===== src/rtl/ipi_pkg.sv =====
package ipi_pkg;

    localparam int TGT_CNT   = 3;
    localparam int DATA_W    = 32;
    localparam int SRC_LSB   = 4;
    localparam int SRC_W     = DATA_W - SRC_LSB;
    localparam int ADDR_W    = 8;
    localparam int IDX_W     = 2;
    localparam int TRIG_BIT  = 0;
    localparam int KIND_BIT  = 4;
    localparam int MAP_TOP   = 5;

    typedef enum logic [1:0] {
        SEL_NONE = 2'd0,
        SEL_GEN  = 2'd1,
        SEL_ACK  = 2'd2
    } reg_kind_e;

    typedef struct packed {
        reg_kind_e        kind;
        logic [IDX_W-1:0] idx;
    } reg_sel_t;

    typedef struct packed {
        logic [SRC_W-1:0] src;
        logic             trig;
    } wr_word_t;

    function automatic logic [DATA_W-1:0] readback(input logic [SRC_W-1:0] f);
        return {f, {SRC_LSB{1'b0}}};
    endfunction

endpackage


===== src/rtl/ipi_decode.sv =====
module ipi_decode
    import ipi_pkg::*;
#(
    parameter int A_W   = ADDR_W,
    parameter int N_TGT = TGT_CNT
) (
    input  logic [A_W-1:0] addr,
    output reg_sel_t       sel
);

    logic [IDX_W-1:0] word_idx;
    logic             upper_zero;
    logic             aligned;

    assign word_idx   = addr[IDX_W+1:2];
    assign upper_zero = (addr[A_W-1:MAP_TOP] == '0);
    assign aligned    = (addr[1:0] == 2'b00);

    always_comb begin
        sel.kind = SEL_NONE;
        sel.idx  = '0;
        if (aligned && upper_zero && (int'(word_idx) < N_TGT)) begin
            sel.kind = addr[KIND_BIT] ? SEL_ACK : SEL_GEN;
            sel.idx  = word_idx;
        end
    end

endmodule


===== src/rtl/ipi_slot.sv =====
module ipi_slot
    import ipi_pkg::*;
#(
    parameter int IDX = 0
) (
    input  logic             clk,
    input  logic             rst,
    input  logic             wr_en,
    input  reg_sel_t         sel,
    input  wr_word_t         wword,
    output logic [SRC_W-1:0] flags_o,
    output logic             irq_o
);

    logic             hit;
    logic             gen_hit;
    logic             ack_hit;
    logic [SRC_W-1:0] set_mask;
    logic [SRC_W-1:0] clr_mask;

    assign hit      = wr_en && (sel.idx == IDX_W'(IDX));
    assign gen_hit  = hit && (sel.kind == SEL_GEN);
    assign ack_hit  = hit && (sel.kind == SEL_ACK);
    assign set_mask = gen_hit ? wword.src : '0;
    assign clr_mask = ack_hit ? wword.src : '0;

    always_ff @(posedge clk) begin
        if (rst) begin
            flags_o <= '0;
            irq_o   <= 1'b0;
        end else begin
            flags_o <= (flags_o | set_mask) & ~clr_mask;
            irq_o   <= gen_hit && wword.trig;
        end
    end

    assert_set_needs_gen_R2: assert property (@(posedge clk) disable iff (rst)
        !$past(gen_hit) |-> ((flags_o & ~$past(flags_o)) == '0));

    assert_clear_needs_ack_R3: assert property (@(posedge clk) disable iff (rst)
        !$past(ack_hit) |-> (($past(flags_o) & ~flags_o) == '0));

    assert_pulse_needs_trigger_R4: assert property (@(posedge clk) disable iff (rst)
        irq_o |-> ($past(wr_en) && $past(wword.trig)));

    assert_pulse_only_from_gen_R8: assert property (@(posedge clk) disable iff (rst)
        irq_o |-> ($past(sel.kind) == SEL_GEN));

endmodule


===== src/rtl/ipi_rdmux.sv =====
module ipi_rdmux
    import ipi_pkg::*;
#(
    parameter int N_TGT = TGT_CNT
) (
    input  reg_sel_t                    sel,
    input  logic [N_TGT-1:0][SRC_W-1:0] flags,
    output logic [DATA_W-1:0]           rdata
);

    always_comb begin
        rdata = '0;
        for (int i = 0; i < N_TGT; i++) begin
            if ((sel.kind != SEL_NONE) && (int'(sel.idx) == i)) begin
                rdata = readback(flags[i]);
            end
        end
    end

endmodule


===== src/rtl/ipi_gen_top.sv =====
module ipi_gen_top
    import ipi_pkg::*;
#(
    parameter int N_TGT = TGT_CNT,
    parameter int A_W   = ADDR_W
) (
    input  logic              clk,
    input  logic              rst,
    input  logic [A_W-1:0]    bus_addr,
    input  logic              bus_we,
    input  logic [DATA_W-1:0] bus_wdata,
    output logic [DATA_W-1:0] bus_rdata,
    output logic [N_TGT-1:0]  irq_pulse
);

    reg_sel_t                    sel;
    wr_word_t                    wword;
    logic [N_TGT-1:0][SRC_W-1:0] flags;
    logic                        unused_rsvd;

    assign wword.src   = bus_wdata[DATA_W-1:SRC_LSB];
    assign wword.trig  = bus_wdata[TRIG_BIT];
    assign unused_rsvd = ^bus_wdata[SRC_LSB-1:TRIG_BIT+1];

    ipi_decode #(.A_W(A_W), .N_TGT(N_TGT)) u_decode (
        .addr (bus_addr),
        .sel  (sel)
    );

    for (genvar g = 0; g < N_TGT; g++) begin : g_slot
        ipi_slot #(.IDX(g)) u_slot (
            .clk     (clk),
            .rst     (rst),
            .wr_en   (bus_we),
            .sel     (sel),
            .wword   (wword),
            .flags_o (flags[g]),
            .irq_o   (irq_pulse[g])
        );
    end

    ipi_rdmux #(.N_TGT(N_TGT)) u_rdmux (
        .sel   (sel),
        .flags (flags),
        .rdata (bus_rdata)
    );

    assert_reset_state_R1: assert property (@(posedge clk) disable iff (rst)
        $past(rst) |-> ((irq_pulse == '0) && (flags == '0)));

    assert_low_nibble_zero_R6: assert property (@(posedge clk) disable iff (rst)
        bus_rdata[SRC_LSB-1:0] == '0);

    assert_unmapped_reads_zero_R7: assert property (@(posedge clk) disable iff (rst)
        (sel.kind == SEL_NONE) |-> (bus_rdata == '0));

    assert_single_target_R8: assert property (@(posedge clk) disable iff (rst)
        $onehot0(irq_pulse));

endmodule


===== config.mk =====
export PLATFORM = sky130hd
export DESIGN_NAME = ipi_gen_top
export DESIGN_NICKNAME = d
export VERILOG_FILES = /design/src/rtl/ipi_pkg.sv /design/src/rtl/ipi_decode.sv /design/src/rtl/ipi_slot.sv /design/src/rtl/ipi_rdmux.sv /design/src/rtl/ipi_gen_top.sv
export SDC_FILE = /design/constraint.sdc
export NUM_CORES = 1
export LEC_CHECK = 0
export CAP_MARGIN = 20
export CORE_ASPECT_RATIO = 1.25
export CORE_UTILIZATION = 54
export DETAILED_ROUTE_END_ITERATION = 6
export GPL_TIMING_DRIVEN = 0
export PLACE_DENSITY = 0.81
export SYNTH_ARGS = -nofsm -noshare
export SYNTH_HDL_FRONTEND = slang
export SYNTH_SLANG_ARGS = --single-unit

===== constraint.sdc =====
create_clock -name clk -period 1.4 [get_ports clk]
set_input_delay 0.14 -clock clk [delete_from_list [all_inputs] [get_ports clk]]
set_output_delay 0.14 -clock clk [all_outputs]
set_load 0.05 [all_outputs]

== After elaboration in Yosys (flattened, before gate mapping) ==
Index checks and enable logic that the tools add are counted.

* $lt $le $gt $ge: 1
* Equal/unequal tests: 6
* Multiplexer cells: 11
* Bitwise operators: 9
* Reductions and logical operators: 22

{| class="wikitable"
|+ Operator list
! cell !! number
|-
| $mux W28 || 6
|-
| $mux W32 || 3
|-
| $and A28 B28 Y28 || 3
|-
| $not A28 Y28 || 3
|-
| $or A28 B28 Y28 || 3
|-
| $logic_and A1 B1 Y1 || 17
|-
| $eq A2 B2 Y1 const B || 4
|-
| $logic_not A2 Y1 || 3
|-
| $eq A2 B1 Y1 const B || 2
|-
| $mux W4 || 1
|-
| $logic_not A3 Y1 || 1
|-
| $lt A2 B2 Y1 const B || 1
|-
| $mux W2 || 1
|-
| $reduce_bool A2 Y1 || 1
|}

* Flip-flop bits (word level): 87
* Output and inout bits: 35
* Logic and storage cells: 55

== Logic depth before layout (Yosys ltp) ==
Gate-level depths: netlist of run 1.

* Word-level depth: 10
* Gate-level depth with buffers: 6
* Mapped depth without buffers: 3

== By module ==
From an unflattened synthesis of run 1, not the netlist that was laid out.

* Cell total of the unflattened synthesis: 412
* Area total of the unflattened synthesis: 4606.9 µm²

{| class="wikitable"
|+ Modules (own cells, without submodules)
! module !! times used !! cells each !! area an instance (µm²)
|-
| ipi_slot at g_slot[1].u_slot ... || 2 || 101 || 1177.4
|-
| ipi_slot at g_slot[0].u_slot || 1 || 101 || 1213.7
|-
| ipi_rdmux || 1 || 102 || 970.9
|-
| ipi_decode || 1 || 7 || 67.6
|}

== Worst setup path before layout of run 1 ==
OpenSTA, ideal clock, no wires.

* Kind: input to output
* Start point: input port bus_addr[1]
* End point: output port bus_rdata[10]
* Arrival: 1.364 ns
* Required time: 1.260 ns
* Setup slack: -0.104 ns
* Stages: 4
* Path through: or4_1 nor2_1 buf_2 and2_1

* Cells in the longest elaborated chain, start to end: 9
* Elaborated cells between the ends (all ways): 14

{| class="wikitable"
|+ Ends and longest elaborated chain
! element !! line !! RTL
|-
| start: declaration || ipi_gen_top.sv:9 || <nowiki>input logic [A_W-1:0] bus_addr,</nowiki>
|-
| $logic_not A2 Y1 * || ipi_decode.sv:17 || <nowiki>assign aligned = (addr[1:0] == 2'b00);</nowiki>
|-
| $logic_and A1 B1 Y1 * (2 in a row) || ipi_decode.sv:22 || <nowiki>if (aligned && upper_zero && (int'(word_idx) < N_TGT)) begin</nowiki>
|-
| $mux W4 * || ipi_decode.sv:22 ||
|-
| $reduce_bool A2 Y1 / $logic_not A2 Y1 (equally long branches) || ipi_rdmux.sv:14 || <nowiki>if ((sel.kind != SEL_NONE) && (int'(sel.idx) == i)) begin</nowiki>
|-
| $logic_and A1 B1 Y1 || ipi_rdmux.sv:14 ||
|-
| $mux W32 (2 in a row) || ipi_rdmux.sv:14 ||
|-
| $mux W32 * || ipi_rdmux.sv:14 ||
|-
| end: declaration || ipi_gen_top.sv:12 || <nowiki>output logic [DATA_W-1:0] bus_rdata,</nowiki>
|}

Mark *: on every way between the ends. The rest lies on a longest branch, timed or not.

== Final worst setup path of run 1 ==
* Start point: input port bus_addr[0]
* End point: output port bus_rdata[31]

Same word-level chain as after synthesis.

==> impl_metrics.csv, run 1 <==
group,metric,value,unit
drt,remaining_drc_errors,0,
grt,grt_max_degree,15,
setup_path,cp.arrival,1.49,ns
timing,relSlewSlack,60.7,%
placement,gp_congestion,0.837,
synth,synth_compound_area_share,3.73,%
timing,post-route-period-util,116,%
synth,synth_area,4700,µm²
cells_and_area,finalNonFillerCells,718,
power,powerDensity,786,nW/µm²
setup_path,path_buf_inv,4,
floorplan,initial_utilization,56.4,%
timing,hold_viol,0,
cells_and_area,nets,659,
grt,grt_usage,30.3,%
cts,clk_path_buf_depth,2,
cts,htreeDepth,3,
placement,numPortBuffers,68,
timing,tightest_slew,0.589,ns
placement,dpl.hpwl,8960,µm
setup_path,worst_path_most_repeated_cell,"buf_8",
run_status,status,"complete, but fails checks",
timing,setup_viol,28,
cells_and_area,syn_to_final_growth,29.6,%
floorplan,std_cell_rows,37,
synth,synth_top_family_by_area,"simple AND/OR/NAND/NOR gates",
setup_path,criticalPathCategory,"primary input to output pin",
setup_path,cp_slowest_cell,"or4_4",
min_path,worst_hold_path_type,"primary input to flop",
drt,antenna_left,0,
grt,grt_pass1_vias,4186,
run_status,failed_checks,"negative setup slack",
placement,dpl_worst_slack,-1.42,ns
floorplan,pin_count,78,
drt,wl_per_cell,18.9,µm
cells_and_area,finish.utilization,73.0,%
grt,grt-ovfl-total,0,
cts,insertion_delay,0.36,ns
setup_path,slowest_delay,0.55,ns
synth,synth_mux_area_share,23.9,%
floorplan,die_area,9080,µm²
timing,rsz0062_at_grt,"true",
setup_path,crit_chain,"buf_8 -> or4_4 -> nor2_4 -> buf_12 -> buf_8 -> and2_4 -> buf_8",
cts,cts_sinks,87,
timing,period_needed,1.63,ns
drt,vias_per_cell,5.87,
grt,grt_pass1_wl,21200,µm
cts,cts_tree,"yes",
setup_path,start_kind,"primary input",
drt,drt_first_pass_iters,5,
placement,dp.cells,693,
timing,fmax,614,MHz
synth,synth_warnings,0,
synth,synth.distinct_cells,22,
synth,ys_seq_elements,87,
drt,drt_wl_total,13600,µm
setup_path,endpoint_kind,"output pin",
cts,hold_buffers,0,
cells_and_area,multi_input_area,2740,µm²
synth,synthCells,525,
floorplan,die_h,106,µm
floorplan,die_w,85.4,µm
cells_and_area,drive_gt1_share,23.3,%
synth,synthAdderAreaFrac,0,%
cts,cts_buffers,9,
cts,cts.clk_slew.worst_paths,0.08,ns
cells_and_area,n_fill_cell,623,
power,ir_drop,0.000530,V
floorplan,core,8330,µm²
timing,slew_viol_final,0,
timing,worst_slack,-0.229,ns
synth,avgSynthCellArea,8.95,µm²
synth,synth_xor_area_share,0,%
drt,drt-initial-drc-count,355,
timing,skew,0,ns
synth,synthSimpleGateAreaFrac,28.7,%
setup_path,cp_top_family,"simple AND/OR/NAND/NOR gates",
grt,grt_antenna_before_repair,0,
drt,vias,4214,
cts,cts-root-buf,"clkbuf_8",
synth,yosysSeqAreaShare,37.1,%
setup_path,crit_fanout,5,
cells_and_area,regArea,1740,µm²
flow_run,max-cap-violations,0,
power,p_leak,0.00278,µW
cells_and_area,antennaDiodeCount,0,
setup_path,worstPathRequired,1.26,ns
==> power breakdown <==
part | switching (µW) | internal [µW] | leakage (µW)
Sequential | 1.64 | 2470 | 0.000700
Clock | 929 | 826 | 0.0000895
Combinational | 314 | 236 | 0.00199
==> through the flow <==
step / hold slack (ns) / setup TNS (ns) / instance area [µm²] / power, µW
final: 0.169 / -5.87 / 6090 / 4780
after global routing: 0.185 / -6.10 / 6090 / 4890
after CTS: 0.332 / -5.81 / 6020 / 4750
after detailed placement: 0.466 / -81.70 / 5550 / 3040
after global placement: 0.460 / -76.54 / 5550 / 3030
after floorplan: 0.320 / 0 / 4750 / 2800
==> cell families (layout without fill, tap and decap cells) <==
family / after synthesis / count (layout)
other: 1 / 4
buffers and inverters: 60 / 153
AO/OA/AOI/OAI: 28 / 28
AND/OR/NAND/NOR: 237 / 237
flip-flops: 87 / 87
multiplexers: 112 / 112
==> cells in the final DEF (no fill, tap or decap), drive strengths merged, types with 2 or more instances in the layout <==
cell type,synthesis,layout
o22ai,28,28
nand2b,84,84
clkdlybuf4s50,0,31
clkdlybuf4s15,0,2
dfxtp,87,87
conb,1,4
and2,28,28
nand2,29,29
buf,36,76
clkbuf,24,37
clkinvlp,0,2
nor4b,2,2
mux2i,112,112
clkinv,0,2
nand3,84,84
nor2,3,3
==> synth_stat cells (all sizes together) <==
library cell	n	area share (%)
and2	28	3.7
and4	1	0.19
and4b	1	0.21
and4bb	1	0.27
buf	36	4.7
clkbuf	24	1.9
conb	1	0.080
dfxtp	87	37
mux2i	112	24
nand2	29	2.3
nand2b	84	11
nand3	84	9.0
nor2	3	0.24
nor4	1	0.27
nor4b	2	0.83
o22ai	28	3.7
or2	1	0.13
or3b	1	0.19
or4	1	0.16
==> worst register-to-register path, cell delays in order, from the launching register on <==
cell and delay [ns]:
dfxtp_1 0.37, nand2b_1 0.07, mux2i_1 0.18
==> final cells by class <==
class | instances | area share [%]
clock inverter | 5 | 0.966
sequential | 87 | 28.6
clock buffer | 11 | 2.16
tap | 97 | 1.99
buffer | 59 | 6.37
timing repair buffer | 78 | 15.0
multi-input combinational | 381 | 44.9
==> routing by layer <==
| layer | global-route usage (%) | wire length [µm] | vias up |
|---|---|---|---|
| met5 | 0 | 0 | - |
| met4 | 12.1 | 292 | 0 |
| met3 | 4.35 | 751 | 28 |
| met2 | 52.9 | 6970 | 157 |
| met1 | 37.2 | 5560 | 2049 |
| li1 | - | - | 1980 |
==> timing repair <==
action                                  4_1_cts  5_1_grt
pin swaps                                     2        1
endpoints found under the setup margin      107       96
gates resized for setup                     297       36
buffers inserted                              6        2
cloned                                        3        0
==> flip-flops by register name (all words and copies together) (netlist names) <==
signal                 flops
g_slot.u_slot.irq_o        3
g_slot.u_slot.flags_o     84
==> path summary, 6_finish.rpt <==
| check | from | end | slack (ns) | cells past startpoint |
|---|---|---|---|---|
| setup / recovery | bus_addr[0] | bus_rdata[31] | -0.23 | 7 |
| setup reg to reg | g_slot[2].u_slot.flags_o[12]$_SDFF_PP0_ | g_slot[2].u_slot.flags_o[12]$_SDFF_PP0_ | 0.70 | 2 |
| hold / removal | bus_we | g_slot[2].u_slot.irq_o$_SDFF_PP0_ | 0.17 | 2 |
| hold reg to reg | g_slot[2].u_slot.flags_o[0]$_SDFF_PP0_ | g_slot[2].u_slot.flags_o[0]$_SDFF_PP0_ | 0.48 | 2 |
Power figures use the tool's default switching activity.
==> inputs of run 2 (changes only) <==
- CORE_UTILIZATION: 54 -> 64
- DONT_BUFFER_PORTS: unset -> 1
- PLACE_DENSITY: 0.81 -> 0.8
==> run 2 against run 1 <==
  * The run still ends with negative setup slack left
  * Sequential cell count stayed put
  * Die area is 15% lower
  * Worst setup slack better by 0.15 ns
  * Cell count is 6.4% lower
  * Clock skew stayed put
  * Combinational power is 13% lower
  * Power is 5.7% lower
  * Hold slack worse by 0.16 ns
  * First-iteration DRC count is 17% lower
  * Fmax is 10% higher
  * Global-route usage is 5.2 points higher
  * Routed wire length is 3.2% lower
  * Critical path type unchanged
  * Critical endpoint is now bus_rdata[30]
==> impl_metrics.csv, run 2 (synthesized netlist as in run 1, its figures left out) <==
group,metric,value,unit
run_status,status,"complete, but fails checks",
run_status,failed_checks,"negative setup slack",
flow_run,max-cap-violations,0,
setup_path,crit_chain,"or4_4 -> nor2_4 -> buf_6 -> buf_6 -> and2_4",
cells_and_area,largestRegisters,"g_slot.u_slot.flags_o x84, g_slot.u_slot.irq_o x3",
grt,grt-ovfl-total,0,
cts,insertion_delay,0.36,ns
setup_path,criticalPathCategory,"primary input to output pin",
setup_path,critical_path.reg2reg.endpoint,"g_slot[1].u_slot.flags_o[27]$_SDFF_PP0_",
setup_path,rr_worst_depth,3,
timing,slew_viol_final,0,
cts,htreeDepth,3,
placement,dpl-instance-area,4860,µm²
floorplan,die_h,97.8,µm
placement,gp_congestion,0.835,
cells_and_area,max_flop_register,"g_slot.u_slot.flags_o",
drt,antenna_left,0,
power,powerDensity,823,nW/µm²
min_path,holdCritStartpoint,"bus_wdata[27]",
setup_path,r2r_start,"g_slot[1].u_slot.flags_o[27]$_SDFF_PP0_",
placement,dpl.hpwl,8380,µm
cells_and_area,finish.utilization,78.1,%
power,seqPwrFrac,54.9,%
cts,clk_path_buf_depth,2,
drt,drt_first_pass_iters,5,
cells_and_area,regArea,1740,µm²
cells_and_area,multi_input_area,2750,µm²
min_path,worst_hold_path_type,"primary input to flop",
floorplan,std_cell_rows,34,
power,internal-power,3310,µW
cells_and_area,layout_commonest_cell,"mux2i_1",
power,p_sw_share,26.7,%
power,p_comb_share,10.6,%
cells_and_area,antennaDiodeCount,0,
cells_and_area,final_cell_mix,"mux2i_1 (112), dfxtp_1 (85), nand2b_1 (84), nand3_1 (84), dlygate4sd3_1 (31)",
cells_and_area,nets,620,
timing,fmax,675,MHz
cts,cts_buffers,9,
timing,rsz0062_at_grt,"true",
power,p_leak,0.00248,µW
drt,remaining_drc_errors,0,
power,clkPwrFrac,34.5,%
grt,grt_usage,35.5,%
timing,period_needed,1.48,ns
setup_path,worst_path_most_repeated_cell,"buf_6",
grt,grt_pass1_vias,4210,
grt,grt_max_degree,14,
timing,post-route-period-util,106,%
setup_path,cp.arrival,1.34,ns
floorplan,initial_utilization,66.9,%
timing,hold_viol,0,
setup_path,cp_slowest_cell,"or4_4",
setup_path,r2r_setup_slack,0.71,ns
cells_and_area,syn_to_final_growth,16.7,%
drt,wl_per_cell,19.5,µm
setup_path,crit_fanout,5,
power,switchingPower,1200,µW
floorplan,core,7020,µm²
floorplan,die_area,7690,µm²
setup_path,worstPathRequired,1.26,ns
min_path,hold_end,"g_slot[1].u_slot.flags_o[23]$_SDFF_PP0_",
grt,grt_pass1_wl,21100,µm
setup_path,endpoint_kind,"output pin",
setup_path,start_kind,"primary input",
cts,cts_tree,"yes",
min_path,whs_path_depth,2,
cells_and_area,stdcell_area,5480,µm²
power,ir_drop,0.000769,V
timing,relSlewSlack,60.0,%
cells_and_area,drive_gt1_share,17.0,%
grt,grt_antenna_before_repair,0,
drt,drt-initial-drc-count,293,
setup_path,path_buf_inv,2,
cts,cts_sinks,87,
drt,m1WireLength,5210,µm
cts,cts.clk_slew.worst_paths,0.08,ns
floorplan,pin_count,78,
drt,vias_per_cell,6.12,
cts,cts-root-buf,"clkbuf_8",
drt,wl_met3,914,µm
setup_path,cp_top_family,"simple AND/OR/NAND/NOR gates",
timing,setup_viol,28,
drt,met2_length,6570,µm
cells_and_area,n_fill_cell,494,
floorplan,die_w,78.6,µm
drt,drt_wl_total,13100,µm
setup_path,slowest_delay,0.54,ns
timing,tightest_slew,0.600,ns
timing,skew,0,ns
power,power,4510,µW
timing,worst_slack,-0.0819,ns
placement,numPortBuffers,0,
drt,highest_layer,"met4",
drt,vias,4115,
cells_and_area,largest_reg_flops,84,
-- run 2: cell count changes in the layout (fill, tap and decap cells not counted), sizes merged, moves of 2 or more --
cell and delta:
clkdlybuf4s50 -31, dlygate4sd3 +31, clkdlybuf4s15 -2, buf -33
-- run 2: per-stage QoR --
step | setup TNS (ns) | setup slack (ns) | hold slack [ns] | std cells
after floorplan | 0 | 0.0243 | 0.320 | 528
after global placement | -8.16 | -0.437 | 0.322 | 618
after detailed placement | -10.21 | -0.518 | 0.328 | 618
after CTS | -1.08 | -0.0519 | 0.000819 | 671
after global routing | -2.59 | -0.110 | 0.0173 | 672
final | -1.79 | -0.0819 | 0.0102 | 672
-- run 2: cell type report --
class / instances / area share, %
Clock buffer: 12 / 2.47
Sequential cell: 87 / 31.8
Multi-Input combinational cell: 381 / 50.1
Timing Repair Buffer: 38 / 6.83
Tap cell: 90 / 2.05
Clock inverter: 4 / 0.411
Buffer: 60 / 6.32
-- run 2: worst max-delay path by stage --
| stage | from | endpoint | slack [ns] | cells after the start |
|---|---|---|---|---|
| after floorplan | bus_addr[1] | bus_rdata[10] | 0.02 | 4 |
| after global placement | bus_addr[3] | bus_rdata[29] | -0.44 | 5 |
| after detailed placement | bus_addr[3] | bus_rdata[29] | -0.52 | 5 |
| after CTS | bus_addr[1] | bus_rdata[27] | -0.05 | 5 |
| after global routing | bus_addr[1] | bus_rdata[26] | -0.11 | 5 |
| final | bus_addr[1] | bus_rdata[30] | -0.08 | 5 |
-- run 2: power groups by stage --
stage / Combinational (µW) / Sequential, µW / Clock (µW)
2_1_floorplan: 261 / 2530 / 0
3_3_place_gp: 349 / 2530 / 0
3_5_place_dp: 352 / 2530 / 0
4_1_cts: 462 / 2480 / 1530
5_1_grt: 499 / 2480 / 1660
6_report: 476 / 2480 / 1560
-- run 2: repair_timing --
| item | 4_1_cts | 5_1_grt |
|---|---|---|
| hold buffers | 30 | 1 |
| endpoints found under the setup margin | 28 | 28 |
| gates cloned | 3 | 0 |
| endpoints found under the hold margin | 86 | 1 |
| setup buffers | 4 | 0 |
| pin swaps | 3 | 1 |
| gates resized for setup | 53 | 5 |
-- run 2: worst reg2reg max path, delay by kind of cell, from the launching register on --
| family | cells | cell delay, ns |
|---|---|---|
| buffers and inverters | 1 | 0.12 |
| DFF | 1 | 0.33 |
| muxes | 1 | 0.06 |
| and+or+nand+nor | 1 | 0.06 |
-- run 2: routing by layer --
| metal | vias to the layer above | global-route usage (%) |
|---|---|---|
| met5 | - | 0 |
| met4 | 0 | 16.4 |
| met3 | 45 | 6.92 |
| met2 | 198 | 59.9 |
| met1 | 1969 | 43.0 |
| li1 | 1903 | - |
==> inputs of run 3 (changes only) <==
- MAX_ROUTING_LAYER: unset -> met4
==> run 3 against run 2 <==
  * Clock-buffer cell count unchanged
  * Critical path type unchanged
  * The flow still finishes with violations (negative setup slack)
  * Power decreased by 0.34%
  * Cell area unchanged
  * Cell count unchanged
  * Clock power about the same
  * Global-route usage increased by 1.1 points
  * Core utilization unchanged
  * First-iteration DRC count increased by 12%
  * Critical path depth unchanged
  * Sequential share of layout area unchanged
==> impl_metrics.csv, run 3 (synthesized netlist as in run 1, its figures left out) <==
group,metric,value,unit
run_status,status,"complete, but fails checks",
run_status,failed_checks,"negative setup slack",
timing,tightest_slew,0.656,ns
floorplan,die_h,97.8,µm
timing,post-route-period-util,106,%
timing,tns,-1.80,ns
floorplan,die_w,78.6,µm
setup_path,criticalPathCategory,"primary input to output pin",
setup_path,r2r_setup_slack,0.71,ns
cts,cts.clk_slew.worst_paths,0.08,ns
cts,cts_buffers,9,
timing,fmax,676,MHz
grt,grt_antenna_before_repair,0,
cells_and_area,finish.utilization,78.1,%
grt,grt_pass1_wl,21100,µm
timing,period_needed,1.48,ns
placement,gp_congestion,0.848,
floorplan,std_cell_rows,34,
cts,cts-root-buf,"clkbuf_8",
grt,grt_pass1_vias,4220,
timing,worst_slack,-0.0786,ns
power,internal-power,3310,µW
cells_and_area,syn_to_final_growth,16.7,%
cts,htreeDepth,3,
floorplan,core,7020,µm²
cells_and_area,nets,620,
power,clkPwrFrac,34.3,%
cts,cts_tree,"yes",
cts,clk_path_buf_depth,2,
setup_path,crit_chain,"or4_4 -> nor2_4 -> buf_6 -> buf_6 -> and2_4",
drt,drt_wl_total,13100,µm
cts,cts_sinks,87,
placement,dpl_worst_slack,-0.518,ns
drt,drt-initial-drc-count,329,
setup_path,cp.arrival,1.34,ns
grt,grt-ovfl-total,0,
setup_path,slowest_delay,0.54,ns
cells_and_area,largestRegisters,"g_slot.u_slot.flags_o x84, g_slot.u_slot.irq_o x3",
power,switchingPower,1190,µW
cells_and_area,final_cell_mix,"mux2i_1 (112), dfxtp_1 (85), nand2b_1 (84), nand3_1 (84), dlygate4sd3_1 (31)",
drt,vias_per_cell,6.13,
setup_path,crit_fanout,5,
flow_run,max-cap-violations,0,
power,seqPwrFrac,55.1,%
power,p_leak,0.00248,µW
cells_and_area,largest_reg_flops,84,
grt,grt_usage,36.5,%
timing,rsz0062_at_grt,"true",
setup_path,cp_slowest_cell,"or4_4",
drt,wl_per_cell,19.6,µm
floorplan,die_area,7690,µm²
cells_and_area,drive_gt1_share,17.0,%
timing,hold_viol,0,
cells_and_area,antennaDiodeCount,0,
cells_and_area,n_fill_cell,494,
min_path,worst_hold_path_type,"primary input to flop",
cells_and_area,layout_commonest_cell,"mux2i_1",
power,ir_drop,0.000760,V
drt,vias,4120,
floorplan,pin_count,78,
cells_and_area,stdcell_area,5480,µm²
timing,setup_viol,28,
floorplan,initial_utilization,66.9,%
timing,slew_viol_final,0,
placement,dpl.hpwl,8380,µm
drt,antenna_left,0,
cts,insertion_delay,0.36,ns
drt,remaining_drc_errors,0,
setup_path,start_kind,"primary input",
placement,numPortBuffers,0,
grt,grt_max_degree,14,
power,p_sw_share,26.4,%
setup_path,worst_path_most_repeated_cell,"buf_6",
timing,skew,0,ns
setup_path,worstPathRequired,1.26,ns
setup_path,endpoint_kind,"output pin",
placement,dpl-instance-area,4860,µm²
cells_and_area,max_flop_register,"g_slot.u_slot.flags_o",
drt,drt_first_pass_iters,5,
power,p_comb_share,10.6,%
power,powerDensity,820,nW/µm²
timing,relSlewSlack,56.3,%
[run 3: worst max-delay path, delay by kind of cell]
kind,cells,cell delay (ns)
buffers and inverters,2,0.26
AND/OR/NAND/NOR,3,0.92
[run 3: cell type report]
type	count	area, µm²	share of cell area, %
Clock buffer	12	135	2.47
Sequential cell	87	1740	31.8
Timing Repair Buffer	38	374	6.83
Tap cell	90	113	2.05
Buffer	60	347	6.32
Multi-Input combinational cell	381	2750	50.1
Clock inverter	4	22.5	0.411
[run 3: final timing paths]
kind | start | to | depth (start not counted)
worst min register to register | g_slot[0].u_slot.flags_o[17]$_SDFF_PP0_ | g_slot[0].u_slot.flags_o[17]$_SDFF_PP0_ | 2
worst min-delay path | bus_wdata[27] | g_slot[1].u_slot.flags_o[23]$_SDFF_PP0_ | 2
worst max register to register | g_slot[1].u_slot.flags_o[27]$_SDFF_PP0_ | g_slot[1].u_slot.flags_o[27]$_SDFF_PP0_ | 3
worst max-delay path | bus_addr[1] | bus_rdata[29] | 5
[run 3: metrics by stage]
| step | cells | hold slack (ns) | power [µW] |
|---|---|---|---|
| 3_3_place_gp | 618 | 0.322 | 2880 |
| 2_1_floorplan | 528 | 0.320 | 2800 |
| 4_1_cts | 671 | 0.000819 | 4470 |
| 6_report | 672 | 0.0191 | 4490 |
| 5_1_grt | 672 | 0.0173 | 4630 |
| 3_5_place_dp | 618 | 0.328 | 2890 |
[run 3: timing repair]
item / in CTS / in global routing
pin swaps: 3 / 1
gates cloned: 3 / 0
buffers inserted: 4 / 0
gates resized for setup: 53 / 5
hold buffers: 30 / 1
hold endpoints to repair: 86 / 1
endpoints found under the setup margin: 28 / 28
[run 3: power by group through the flow]
stage / clock (µW) / sequential, µW / combinational [µW]
CTS: 1530 / 2480 / 462
floorplan: 0 / 2530 / 261
global placement: 0 / 2530 / 349
detailed placement: 0 / 2530 / 352
finish: 1540 / 2480 / 476
global route: 1660 / 2480 / 500
[run 3: layer usage]
metal  global-route usage [%]  up-vias  part of all wire (%)
met1                     43.2     1983                    39
met2                     59.9      197                    50
met3                     7.20       36                   7.1
met4                     15.5        0                   3.3
met5                        -        -                     0
li1                         -     1904                     -
